### config.mk
export PLATFORM = sky130hd
export DESIGN_NAME = sfmt_top
export DESIGN_NICKNAME = d
export VERILOG_FILES = /design/src/rtl/sfmt_pkg.sv /design/src/rtl/sfmt_word.sv /design/src/rtl/sfmt_seq.sv /design/src/rtl/sfmt_top.sv
export SDC_FILE = /design/constraint.sdc
export NUM_CORES = 1
export LEC_CHECK = 0
export BUFFER_PORTS_ARGS = -buffer_cell sky130_fd_sc_hd__buf_2
export CORE_MARGIN = 2
export CORE_UTILIZATION = 55
export CTS_CLUSTER_SIZE = 10
export DETAILED_ROUTE_END_ITERATION = 7
export PLACE_DENSITY = 0.8
export RECOVER_POWER = 50
export SYNTH_ARGS = -nofsm -noshare
export SYNTH_HDL_FRONTEND = slang
export SYNTH_HIERARCHICAL = 1
export SYNTH_SLANG_ARGS = --single-unit
### constraint.sdc
create_clock -name clk -period 5.3 [get_ports clk]
set_input_delay 0.265 -clock clk [delete_from_list [all_inputs] [get_ports clk]]
set_output_delay 0.265 -clock clk [all_outputs]
set_load 0.1 [all_outputs]
### src/rtl/sfmt_pkg.sv
package sfmt_pkg;
  typedef enum logic [1:0] {
    WL_SHORT = 2'b00,
    WL_MID   = 2'b01,
    WL_LONG0 = 2'b10,
    WL_LONGS = 2'b11
  } wlen_e;

  typedef enum logic [1:0] {
    SQ_IDLE  = 2'b00,
    SQ_SHIFT = 2'b01,
    SQ_END   = 2'b10
  } seq_e;

  function automatic int unsigned wlen_bits(input wlen_e m, input int unsigned s_w,
                                            input int unsigned m_w, input int unsigned l_w);
    case (m)
      WL_SHORT: return s_w;
      WL_MID:   return m_w;
      default:  return l_w;
    endcase
  endfunction
endpackage

### src/rtl/sfmt_word.sv
module sfmt_word
  import sfmt_pkg::*;
#(
  parameter int unsigned CTL_W = 16,
  parameter int unsigned SMP_W = 24,
  parameter int unsigned MAX_W = 32
) (
  input  logic             is_smp,
  input  wlen_e            mode,
  input  logic [CTL_W-1:0] ctl,
  input  logic [SMP_W-1:0] smp,
  output logic [MAX_W-1:0] word
);
  localparam int unsigned PAD_C = MAX_W - CTL_W;
  localparam int unsigned PAD_S = MAX_W - SMP_W;

  always_comb begin
    if (!is_smp) begin
      word = {ctl, {PAD_C{1'b0}}};
    end else begin
      case (mode)
        WL_SHORT: word = {smp[SMP_W-1 -: CTL_W], {PAD_C{1'b0}}};
        WL_LONGS: word = {{PAD_S{smp[SMP_W-1]}}, smp};
        default:  word = {smp, {PAD_S{1'b0}}};
      endcase
    end
  end
endmodule

### src/rtl/sfmt_seq.sv
module sfmt_seq
  import sfmt_pkg::*;
#(
  parameter int unsigned NWORD = 6,
  parameter int unsigned CTL_W = 16,
  parameter int unsigned SMP_W = 24,
  parameter int unsigned MAX_W = 32
) (
  input  logic                     clk,
  input  logic                     rst,
  input  logic                     cs_n,
  input  logic                     sclk_en,
  input  wlen_e                    mode_i,
  input  logic                     short_i,
  output logic                     start_o,
  output logic                     nxt_shift,
  output logic [$clog2(NWORD)-1:0] nxt_widx,
  output logic [$clog2(MAX_W)-1:0] nxt_bidx,
  output wlen_e                    nxt_mode,
  output logic                     done_o
);
  localparam int unsigned WW = $clog2(NWORD);
  localparam int unsigned BW = $clog2(MAX_W);

  seq_e          st_q, st_d;
  logic [WW-1:0] w_q;
  logic [BW-1:0] b_q;
  wlen_e         mode_q;
  logic          short_q, short_d, done_d;
  logic [BW-1:0] blast;
  logic [WW-1:0] wlast;

  assign blast = BW'(wlen_bits(mode_q, CTL_W, SMP_W, MAX_W) - 1);
  assign wlast = short_q ? '0 : WW'(NWORD - 1);

  always_comb begin
    st_d     = st_q;
    nxt_widx = w_q;
    nxt_bidx = b_q;
    nxt_mode = mode_q;
    short_d  = short_q;
    done_d   = 1'b0;
    start_o  = 1'b0;
    if (cs_n) begin
      st_d     = SQ_IDLE;
      nxt_widx = '0;
      nxt_bidx = '0;
    end else begin
      case (st_q)
        SQ_IDLE: begin
          start_o  = 1'b1;
          st_d     = SQ_SHIFT;
          nxt_widx = '0;
          nxt_bidx = '0;
          nxt_mode = mode_i;
          short_d  = short_i;
        end
        SQ_SHIFT: begin
          if (sclk_en) begin
            if (b_q == blast) begin
              if (w_q == wlast) begin
                st_d   = SQ_END;
                done_d = 1'b1;
              end else begin
                nxt_widx = w_q + WW'(1);
                nxt_bidx = '0;
              end
            end else begin
              nxt_bidx = b_q + BW'(1);
            end
          end
        end
        default: ;
      endcase
    end
  end

  assign nxt_shift = (st_d == SQ_SHIFT);

  always_ff @(posedge clk) begin
    if (rst) begin
      st_q    <= SQ_IDLE;
      w_q     <= '0;
      b_q     <= '0;
      mode_q  <= WL_MID;
      short_q <= 1'b0;
      done_o  <= 1'b0;
    end else begin
      st_q    <= st_d;
      w_q     <= nxt_widx;
      b_q     <= nxt_bidx;
      mode_q  <= nxt_mode;
      short_q <= short_d;
      done_o  <= done_d;
    end
  end


  bit_range_chk: assert property (@(posedge clk) disable iff (rst)
    (st_q == SQ_SHIFT) |-> (b_q <= blast));

  word_range_chk: assert property (@(posedge clk) disable iff (rst)
    (st_q == SQ_SHIFT) |-> (w_q <= wlast));

  mode_hold_chk: assert property (@(posedge clk) disable iff (rst)
    (st_q == SQ_SHIFT && !cs_n) |=> $stable(mode_q));
endmodule

### src/rtl/sfmt_top.sv
module sfmt_top
  import sfmt_pkg::*;
#(
  parameter int unsigned NCH   = 4,
  parameter int unsigned CTL_W = 16,
  parameter int unsigned SMP_W = 24,
  parameter int unsigned MAX_W = 32
) (
  input  logic                 clk,
  input  logic                 rst,
  input  logic                 cs_n,
  input  logic                 sclk_en,
  input  logic [1:0]           wlen_mode,
  input  logic                 short_frame,
  input  logic [CTL_W-1:0]     rsp_word,
  input  logic [NCH*SMP_W-1:0] ch_data,
  input  logic [CTL_W-1:0]     chk_word,
  output logic                 dout,
  output logic                 frame_done
);
  localparam int unsigned NWORD = NCH + 2;
  localparam int unsigned WW    = $clog2(NWORD);
  localparam int unsigned BW    = $clog2(MAX_W);
  localparam int unsigned CW    = (NCH > 1) ? $clog2(NCH) : 1;

  logic          start, nxt_shift;
  logic [WW-1:0] nxt_widx;
  logic [BW-1:0] nxt_bidx;
  wlen_e         nxt_mode;

  sfmt_seq #(.NWORD(NWORD), .CTL_W(CTL_W), .SMP_W(SMP_W), .MAX_W(MAX_W)) u_seq (
    .clk      (clk),
    .rst      (rst),
    .cs_n     (cs_n),
    .sclk_en  (sclk_en),
    .mode_i   (wlen_e'(wlen_mode)),
    .short_i  (short_frame),
    .start_o  (start),
    .nxt_shift(nxt_shift),
    .nxt_widx (nxt_widx),
    .nxt_bidx (nxt_bidx),
    .nxt_mode (nxt_mode),
    .done_o   (frame_done)
  );

  // frame snapshot, loaded on the start clock
  logic [CTL_W-1:0] cap_rsp, cap_chk, src_rsp, src_chk;
  logic [SMP_W-1:0] cap_smp [NCH];
  logic [SMP_W-1:0] src_smp [NCH];

  always_ff @(posedge clk) begin
    if (start) begin
      cap_rsp <= rsp_word;
      cap_chk <= chk_word;
    end
  end
  assign src_rsp = start ? rsp_word : cap_rsp;
  assign src_chk = start ? chk_word : cap_chk;

  for (genvar k = 0; k < NCH; k++) begin : g_ch
    always_ff @(posedge clk) begin
      if (start) cap_smp[k] <= ch_data[k*SMP_W +: SMP_W];
    end
    assign src_smp[k] = start ? ch_data[k*SMP_W +: SMP_W] : cap_smp[k];
  end

  logic             is_smp;
  logic [CW-1:0]    ch_idx;
  logic [CTL_W-1:0] ctl_sel;
  logic [MAX_W-1:0] word;

  assign is_smp  = (nxt_widx != '0) && (nxt_widx != WW'(NWORD - 1));
  assign ch_idx  = CW'(nxt_widx - WW'(1));
  assign ctl_sel = (nxt_widx == '0) ? src_rsp : src_chk;

  sfmt_word #(.CTL_W(CTL_W), .SMP_W(SMP_W), .MAX_W(MAX_W)) u_word (
    .is_smp(is_smp),
    .mode  (nxt_mode),
    .ctl   (ctl_sel),
    .smp   (src_smp[ch_idx]),
    .word  (word)
  );

  always_ff @(posedge clk) begin
    if (rst) dout <= 1'b0;
    else     dout <= nxt_shift ? word[BW'(MAX_W - 1) - nxt_bidx] : 1'b0;
  end


  idle_low_chk: assert property (@(posedge clk) disable iff (rst)
    cs_n |=> (!dout && !frame_done));

  done_single_chk: assert property (@(posedge clk) disable iff (rst)
    frame_done |=> !frame_done);

  done_cause_chk: assert property (@(posedge clk) disable iff (rst)
    $rose(frame_done) |-> ($past(sclk_en) && !$past(cs_n)));

  done_quiet_chk: assert property (@(posedge clk) disable iff (rst)
    frame_done |-> !dout);
endmodule

==> results_dict.tcl, run 1 <==
set metrics [dict create \
    cp.arrival_ps 4820 \
    ant_nets 0 \
    grt_usage 0.239 \
    synth_top_area_share 0.419 \
    dp_worst_setup_slack_ps 847 \
    worst-path-buf-inv 3 \
    p_leak_nw 3.30 \
    clkPwrFrac 0.426 \
    synthArstFlopShare 0 \
    critical_path_peak_fanout 31 \
    htreeDepth 4 \
    nNetsFinal 833 \
    tightest_slew_ps 1220 \
    pwr-share-comb 0.144 \
    cts_root_buf "clkbuf_16" \
    ys_warn_count 6 \
    syn_inst 567 \
    grt_pass1_vias 5015 \
    grt_start_max_net_pins 91 \
    required_ps 5610 \
    internal_power_mw 2.25 \
    grt_overflow 0 \
    cts_resized 0 \
    fmax_ghz 0.221 \
    vias_per_cell 5.75 \
    dieWidth_um 115 \
    synth.distinct_cells 55 \
    synth_edf_count 0 \
    cp_cell_sequence "or4b_2 -> nand2_1 -> o311ai_0 -> nand2_1 -> clkinv_1 -> ha_1 -> nand2b_1 -> buf_4 -> a21boi_2 -> buf_4 -> o221ai_1 -> mux4_2 -> mux2i_1 -> nand3b_1 -> and4_1" \
    clkTransAtPathRegs_ps 60 \
    syn-num-nets 708 \
    hold_slack_ps 81.3 \
    skew_ps 8.03 \
    critPathTopFamily "simple AND/OR/NAND/NOR gates" \
    setup_viol 0 \
    ctsHoldBuffers 0 \
    layout-drive-gt1-share 0.491 \
    ys_dominant_reg_cell "dfxtp_1" \
    yosysSeqAreaShare 0.419 \
    critPathLaunchType "flop" \
    ys_ff_latch 143 \
    antenna_found_initial 1 \
    period_needed_ps 4520 \
    p_sw_mw 0.658 \
    dpl.hpwl_mm 11.1 \
    relSlewSlack 0.193 \
    die-area_mm2 0.0133 \
    cp-end-kind "flop" \
    rsz0062_at_grt "false" \
    io_buffers 136 \
    maxCapViolCount 0 \
    p_per_area_mw_per_mm2 356 \
    cts_tree "yes" \
    max-vdd-ir-drop_v 0.000262 \
    vias 5012 \
    yosysTopAreaCell "dfxtp_1" \
    clkSinkCount 143 \
    tns_ps 0 \
    finish.instance_area_mm2 0.00816 \
    routed_wl_mm 15.1 \
    numCtsBuffers 17 \
    swShare 0.227 \
    gp_congestion 0.888 \
    slowest_delay_ps 710 \
    drt_iter0_drc 373 \
    layout_common_cells "dfxtp_1 (143), mux2_2 (135), buf_2 (134)" \
    first_pass_iters 5 \
    syn2layout_area_growth_pct 19.3 \
    clockBufferDepth 2 \
    outcome "complete, no violations" \
    core_mm2 0.0121 \
    rows 40 \
    avgRoutedWirePerCell_um 17.3 \
    die_h_um 115 \
    hold_class "in -> reg" \
    syn_avg_cell_area_um2 12.1 \
    grt_first_pass_wirelength_mm 24.5 \
    drv_slew 0 \
    syn-cell-area_mm2 0.00684 \
    seqPwrFrac 0.430 \
    synth.area.top_cells "dfxtp_1 (42%), mux2_2 (24%), mux4_2 (11%)" \
    ios 137 \
    crit_type "reg -> reg" \
    drc_errors 0 \
    slowest_stage "or4b_2" \
    period_share 0.852 \
    cts_setup_buffers 0 \
    dpl_cell_area_mm2 0.00755 \
    n_antenna_cell 0 \
    fin_ws_ps 785 \
    hold_viol 0 \
    worstSkewPairLatency_ps 420 \
    start_util 0.567 \
    layout_commonest_cell "dfxtp_1" \
]
## routing by layer
| layer | track usage | wire (um) | vias to the layer above |
|---|---|---|---|
| li1 | - | - | 2376 |
| met1 | 0.301 | 6630 | 2393 |
| met3 | 0.0837 | 1210 | 39 |
| met4 | 0.110 | 414 | 2 |
| met2 | 0.371 | 6790 | 202 |
| met5 | 0 | 11 | - |
## cells by family after synthesis
family | count (synthesis) | synth area share
flip-flops | 143 | 0.419
AO/OA/AOI/OAI | 59 | 0.0622
buffers and inverters | 55 | 0.0474
multiplexers | 187 | 0.359
AND/OR/NAND/NOR | 117 | 0.101
adder cells (fa/ha/maj) | 6 | 0.0110
## cell type report
cell class	count	area, um^2
multi-input cells	369	3640
clock buffers	23	498
inverters	16	60.1
fillers	911	3910
repair buffers	145	758
clock inverters	8	128
flip-flops and latches	143	2860
well taps	168	210
## sequential cells by signal, summed over array words and instances (netlist names)
register	count
u_seq/mode_q	2
u_seq/b_q	5
cap_chk	16
u_seq/w_q	3
u_seq/done_o	1
dout	1
cap_rsp	16
u_seq/st_q	2
u_seq/short_q	1
cap_smp	96
## synthesized netlist by cell type (6+ instances only)
| cell type | number |
|---|---|
| dfxtp_1 | 143 |
| mux4_2 | 32 |
| nand2_1 | 25 |
| a21boi_1 | 7 |
| nand3_1 | 8 |
| clkbuf_1 | 8 |
| nor2_1 | 20 |
| buf_6 | 12 |
| nand2b_1 | 6 |
| inv_1 | 15 |
| mux2_2 | 146 |
| ha_1 | 6 |
| o21ai_0 | 11 |
| o221ai_1 | 8 |
| mux2i_1 | 7 |
| buf_2 | 13 |
| nand3b_1 | 17 |
| a31oi_1 | 8 |
| and3_1 | 9 |
## power groups by stage
stage | Sequential [mW] | Combinational, mW | Clock (mW)
2_1_floorplan | 1.26 | 0.310 | 0
3_3_place_gp | 1.27 | 0.405 | 0
3_5_place_dp | 1.27 | 0.417 | 0
4_1_cts | 1.25 | 0.420 | 1.26
5_1_grt | 1.26 | 0.457 | 1.30
6_report | 1.25 | 0.420 | 1.24
## path summary, 6_finish.rpt
check             slack, ps            end     startpoint  depth (start not counted)
hold / removal           80  cap_smp[1][7]    ch_data[31]                          2
hold reg to reg         460  cap_smp[1][7]  cap_smp[1][7]                          1
setup reg to reg        780           dout   u_seq/w_q[0]                         15
setup / recovery        780           dout   u_seq/w_q[0]                         15
## stage by stage
stage / util / power (mW) / instances
2_1_floorplan: - / 1.57 / 567
6_report: 0.676 / 2.91 / 872
4_1_cts: 0.678 / 2.93 / 872
3_5_place_dp: 0.626 / 1.69 / 841
5_1_grt: 0.676 / 3.02 / 872
3_3_place_gp: 0.626 / 1.67 / 841
Power figures use the tool's default switching activity.
==> run 2: changes to the inputs <==
Settings changed: CTS_BUF_LIST set to sky130_fd_sc_hd__clkbuf_16.
Clock period 5.3 ns to 4.94 ns, I/O delays scaled along.
==> run 2 against run 1 <==
Against the previous run:
- sequential power up 7%
- final area down 0.95%
- via count up 0.64%
- sequential cell count unchanged
- die area unchanged
- cell count up 0.11%
- worst hold slack worse by 29 ps
- clock skew about the same
- count of clock-buffer cells in the layout down 6
==> results_dict.tcl, run 2 (synthesis gave the netlist of run 1 again) <==
set metrics [dict create \
    maxCapViolCount 0 \
    cp-end-kind "flop" \
    dieWidth_um 115 \
    syn2layout_area_growth_pct 18.2 \
    cts_setup_buffers 0 \
    p_leak_nw 3.25 \
    avgRoutedWirePerCell_um 18.1 \
    drc_errors 0 \
    cts_root_buf "clkbuf_16" \
    critical_path_peak_fanout 24 \
    worstSkewPairLatency_ps 430 \
    critPathLaunchType "flop" \
    layout_common_cells "dfxtp_1 (143), buf_2 (134), mux2_2 (120)" \
    n_antenna_cell 0 \
    grt_overflow 0 \
    numCtsBuffers 17 \
    rows 40 \
    grt_first_pass_wirelength_mm 25.6 \
    vias 5044 \
    met1_usage 0.319 \
    period_needed_ps 4400 \
    hold_slack_ps 52.2 \
    outcome "complete, no violations" \
    htreeDepth 4 \
    ios 137 \
    relSlewSlack 0.198 \
    grtUsageMet2 0.389 \
    fin_util 0.670 \
    ctsHoldBuffers 0 \
    p_per_area_mw_per_mm2 368 \
    io_buffers 136 \
    clkTransAtPathRegs_ps 60 \
    reg_top3 "cap_smp (96), cap_chk (16), cap_rsp (16)" \
    setup_viol 0 \
    ant_nets 0 \
    dpl.hpwl_mm 11.4 \
    grt.met3_usage 0.0795 \
    clkSinkCount 143 \
    hold_class "in -> reg" \
    skew_ps 7.73 \
    period_share 0.891 \
    die_h_um 115 \
    routed_wl_mm 15.8 \
    internal_power_mw 2.23 \
    gp_congestion 0.837 \
    fmax_ghz 0.227 \
    start_util 0.567 \
    tightest_slew_ps 1210 \
    first_pass_iters 5 \
    hold_viol 0 \
    required_ps 5260 \
    grt_pass1_vias 5229 \
    swShare 0.250 \
    largest_register "cap_smp" \
    cts_tree "yes" \
    grt_start_max_net_pins 120 \
    cp.arrival_ps 4730 \
    rsz0062_at_grt "false" \
    max-vdd-ir-drop_v 0.000256 \
    pwr-share-comb 0.150 \
    largest_reg_flops 96 \
    clockBufferDepth 2 \
    die-area_mm2 0.0133 \
    slowest_stage "or4b_2" \
    antenna_found_initial 1 \
    vias_per_cell 5.78 \
    seqPwrFrac 0.451 \
    nNetsFinal 833 \
    layout_commonest_cell "dfxtp_1" \
    tns_ps 0 \
    slowest_delay_ps 730 \
    drv_slew 0 \
    clkPwrFrac 0.399 \
    power.total_mw 2.98 \
    core_mm2 0.0121 \
    cp_cell_sequence "or4b_2 -> nand2_1 -> o311ai_0 -> nand2_1 -> clkinv_1 -> ha_1 -> buf_4 -> mux4_2 -> o21ai_0 -> a31oi_1 -> mux4_2 -> mux2i_1 -> nand3b_1 -> and4_1" \
    cts_resized 0 \
    drt_iter0_drc 357 \
    p_sw_mw 0.744 \
    busiest_layer "met2" \
    grt_usage 0.250 \
    layout-drive-gt1-share 0.468 \
    crit_type "reg -> reg" \
]
==> run 2: cell types whose count changed in the layout (fill, tap and decap cells not counted), sizes merged <==
cell	previous run	this run
clkbuf	25	20
clkinvlp	2	7
bufinv	3	1
clkinv	3	5
inv	16	18
buf	143	142
==> run 2: through the flow <==
step | instance area, um^2 | cells | setup slack [ps]
2_1_floorplan | 6840 | 567 | 437
6_report | 8080 | 873 | 538
3_3_place_gp | 7550 | 841 | 674
5_1_grt | 8080 | 873 | 177
3_5_place_dp | 7550 | 841 | 579
4_1_cts | 8100 | 873 | 535
==> run 2: final timing paths <==
check	from	end	slack (ps)	cells past startpoint
max	u_seq/w_q[1]	dout	540	14
min	ch_data[19]	cap_smp[0][19]	50	2
max reg2reg	u_seq/w_q[1]	dout	540	14
min reg2reg	cap_smp[0][19]	cap_smp[0][19]	460	1
==> run 2: area by class of cell <==
type	count	area, um^2
Fill cell	896	3980
Multi-Input combinational cell	369	3640
Sequential cell	143	2860
Timing Repair Buffer	145	754
Clock buffer	17	425
Tap cell	168	210
Clock inverter	15	121
Inverter	16	60.1
==> run 2: power by group through the flow <==
| stage | clock, mW | sequential, mW | combinational (mW) |
|---|---|---|---|
| after floorplan | 0 | 1.35 | 0.332 |
| after global placement | 0 | 1.36 | 0.436 |
| after global routing | 1.25 | 1.36 | 0.486 |
| after detailed placement | 0 | 1.37 | 0.448 |
| after CTS | 1.20 | 1.34 | 0.453 |
| final | 1.19 | 1.34 | 0.446 |
==> run 2: per-layer routing <==
metal  routed length [um]  vias up
met5                   13        -
met4                  454        2
met3                 1150       42
met2                 7220      201
met1                 6930     2429
li1                     -     2370
==> run 2: worst max-delay path: cells and delay by family (launching register included) <==
kind / cells / cell delay [ps]
fa+ha+maj: 1 / 280
compound gates: 3 / 430
flops: 1 / 340
buf+inv: 2 / 490
mux: 3 / 1230
simple gates: 5 / 1490
==> run 3: changes to the inputs <==
Settings changed: CORE_MARGIN 2 to not set.
==> run 3 against run 2 <==
Against the previous run:
- register-to-register slack about the same
- clock skew up 2.1 ps
- via count decreased by 1.3%
- first-iteration DRC count down 31%
- die area fell by 3.4%
- sequential share of layout area down 0.43 points
- critical path depth is the same
- power is 6.7% higher
==> results_dict.tcl, run 3 (synthesis gave the netlist of run 1 again) <==
set metrics [dict create \
    holdPathEnd "cap_smp[1][7]" \
    setup_viol 0 \
    seqPwrFrac 0.422 \
    worstSkewPairLatency_ps 420 \
    rows 40 \
    hold_viol 0 \
    syn2layout_area_growth_pct 19.6 \
    grt_usage 0.252 \
    vias_per_cell 5.70 \
    grt_first_pass_wirelength_mm 25.1 \
    swShare 0.231 \
    cp-end-kind "flop" \
    die-area_mm2 0.0129 \
    hold_depth 2 \
    first_pass_iters 5 \
    skew_ps 9.79 \
    avgRoutedWirePerCell_um 17.4 \
    cp_cell_sequence "or4b_2 -> nand2_1 -> o311ai_0 -> nand2_1 -> clkinv_1 -> ha_1 -> buf_4 -> mux4_2 -> o21ai_0 -> a31oi_1 -> mux4_2 -> mux2i_1 -> nand3b_1 -> and4_1" \
    slowest_stage "or4b_2" \
    cts_resized 0 \
    critPathLaunchType "flop" \
    dp_worst_setup_slack_ps 564 \
    cts_root_buf "clkbuf_16" \
    reg2reg_setup_slack_ps 540 \
    timing.rr.end "dout" \
    pwr-share-comb 0.141 \
    cts_tree "yes" \
    clockBufferDepth 2 \
    largest_reg_flops 96 \
    tightest_slew_ps 1180 \
    start_util 0.567 \
    max-vdd-ir-drop_v 0.000233 \
    internal_power_mw 2.44 \
    period_share 0.890 \
    io_buffers 136 \
    antenna_found_initial 0 \
    cts_setup_buffers 0 \
    die_h_um 113 \
    htreeDepth 4 \
    drv_slew 0 \
    layout_commonest_cell "dfxtp_1" \
    hold_start "ch_data[31]" \
    layout_common_cells "dfxtp_1 (143), mux2_2 (134), buf_2 (134)" \
    numCtsBuffers 17 \
    vias 4979 \
    cp.arrival_ps 4710 \
    p_leak_nw 3.31 \
    grt_overflow 0 \
    slowest_delay_ps 700 \
    tns_ps 0 \
    drt_iter0_drc 245 \
    stdcell_count 874 \
    required_ps 5250 \
    period_needed_ps 4400 \
    fin_ws_ps 543 \
    dpl.hpwl_mm 11.0 \
    rsz0062_at_grt "false" \
    p_sw_mw 0.732 \
    setup.worst_path.start "u_seq/w_q[0]" \
    rr_startpoint "u_seq/w_q[0]" \
    gp_congestion 0.837 \
    outcome "complete, no violations" \
    drc_errors 0 \
    routed_wl_mm 15.2 \
    largest_register "cap_smp" \
    relSlewSlack 0.215 \
    dp_cells 842 \
    reg_top3 "cap_smp (96), cap_chk (16), cap_rsp (16)" \
    p_per_area_mw_per_mm2 388 \
    crit_type "reg -> reg" \
    fmax_ghz 0.227 \
    grt_pass1_vias 5147 \
    worstRegToRegCells 14 \
    clkTransAtPathRegs_ps 60 \
    clkSinkCount 143 \
    maxCapViolCount 0 \
    ctsHoldBuffers 0 \
    core_mm2 0.0121 \
    clkPwrFrac 0.437 \
    ios 137 \
    ant_nets 0 \
    critical_path_peak_fanout 24 \
    n_antenna_cell 0 \
    nNetsFinal 834 \
    hold_class "in -> reg" \
    layout-drive-gt1-share 0.489 \
    dieWidth_um 113 \
    grt_start_max_net_pins 85 \
]
[run 3: cell count changes in the layout (fill, tap and decap cells not counted), sizes merged]
cell      change
bufinv        +4
buf           +2
clkbuf        -1
clkinvlp      -4
[run 3: worst max path at each step]
stage,endpoint,cells after the start
detailed placement,dout,14
global route,dout,14
finish,dout,14
CTS,dout,13
global placement,dout,14
floorplan,dout,17
[run 3: routing by layer]
layer	up-vias	wire, um	GRT usage
met4	0	320	0.112
met1	2402	6670	0.314
met3	26	994	0.0685
li1	2372	-	-
met5	-	0	0
met2	179	7250	0.409
[run 3: critical path: cells and delay by family (launching register included)]
family / cells / cell delay [ps]
AND/OR/NAND/NOR: 5 / 1460
multiplexers: 3 / 1230
buffers and inverters: 2 / 480
AO/OA/AOI/OAI: 3 / 430
flip-flops: 1 / 360
adder cells (fa/ha/maj): 1 / 280
[run 3: per-stage QoR]
stage                     hold slack, ps  total power, mW   util  area, um^2
after detailed placement             445             1.81  0.627        7560
after floorplan                      319             1.69      -        6840
final                               58.9             3.18  0.678        8180
after global placement               447             1.79  0.627        7560
after CTS                           54.0             3.20  0.680        8200
after global routing                54.1             3.30  0.678        8180
[run 3: final cells by class]
class                      count  area [um^2]
multi-input combinational    369         3640
clock inverter                15          215
tap                          168          210
timing repair buffer         146          766
inverter                      16         60.1
fill                         864         3880
clock buffer                  17          425
sequential                   143         2860
[run 3: power by group through the flow]
stage	Clock [mW]	Combinational, mW	Sequential (mW)
after floorplan	0	0.332	1.35
after global placement	0	0.433	1.36
after detailed placement	0	0.448	1.37
after CTS	1.40	0.452	1.34
after global routing	1.45	0.488	1.36
final	1.39	0.449	1.34
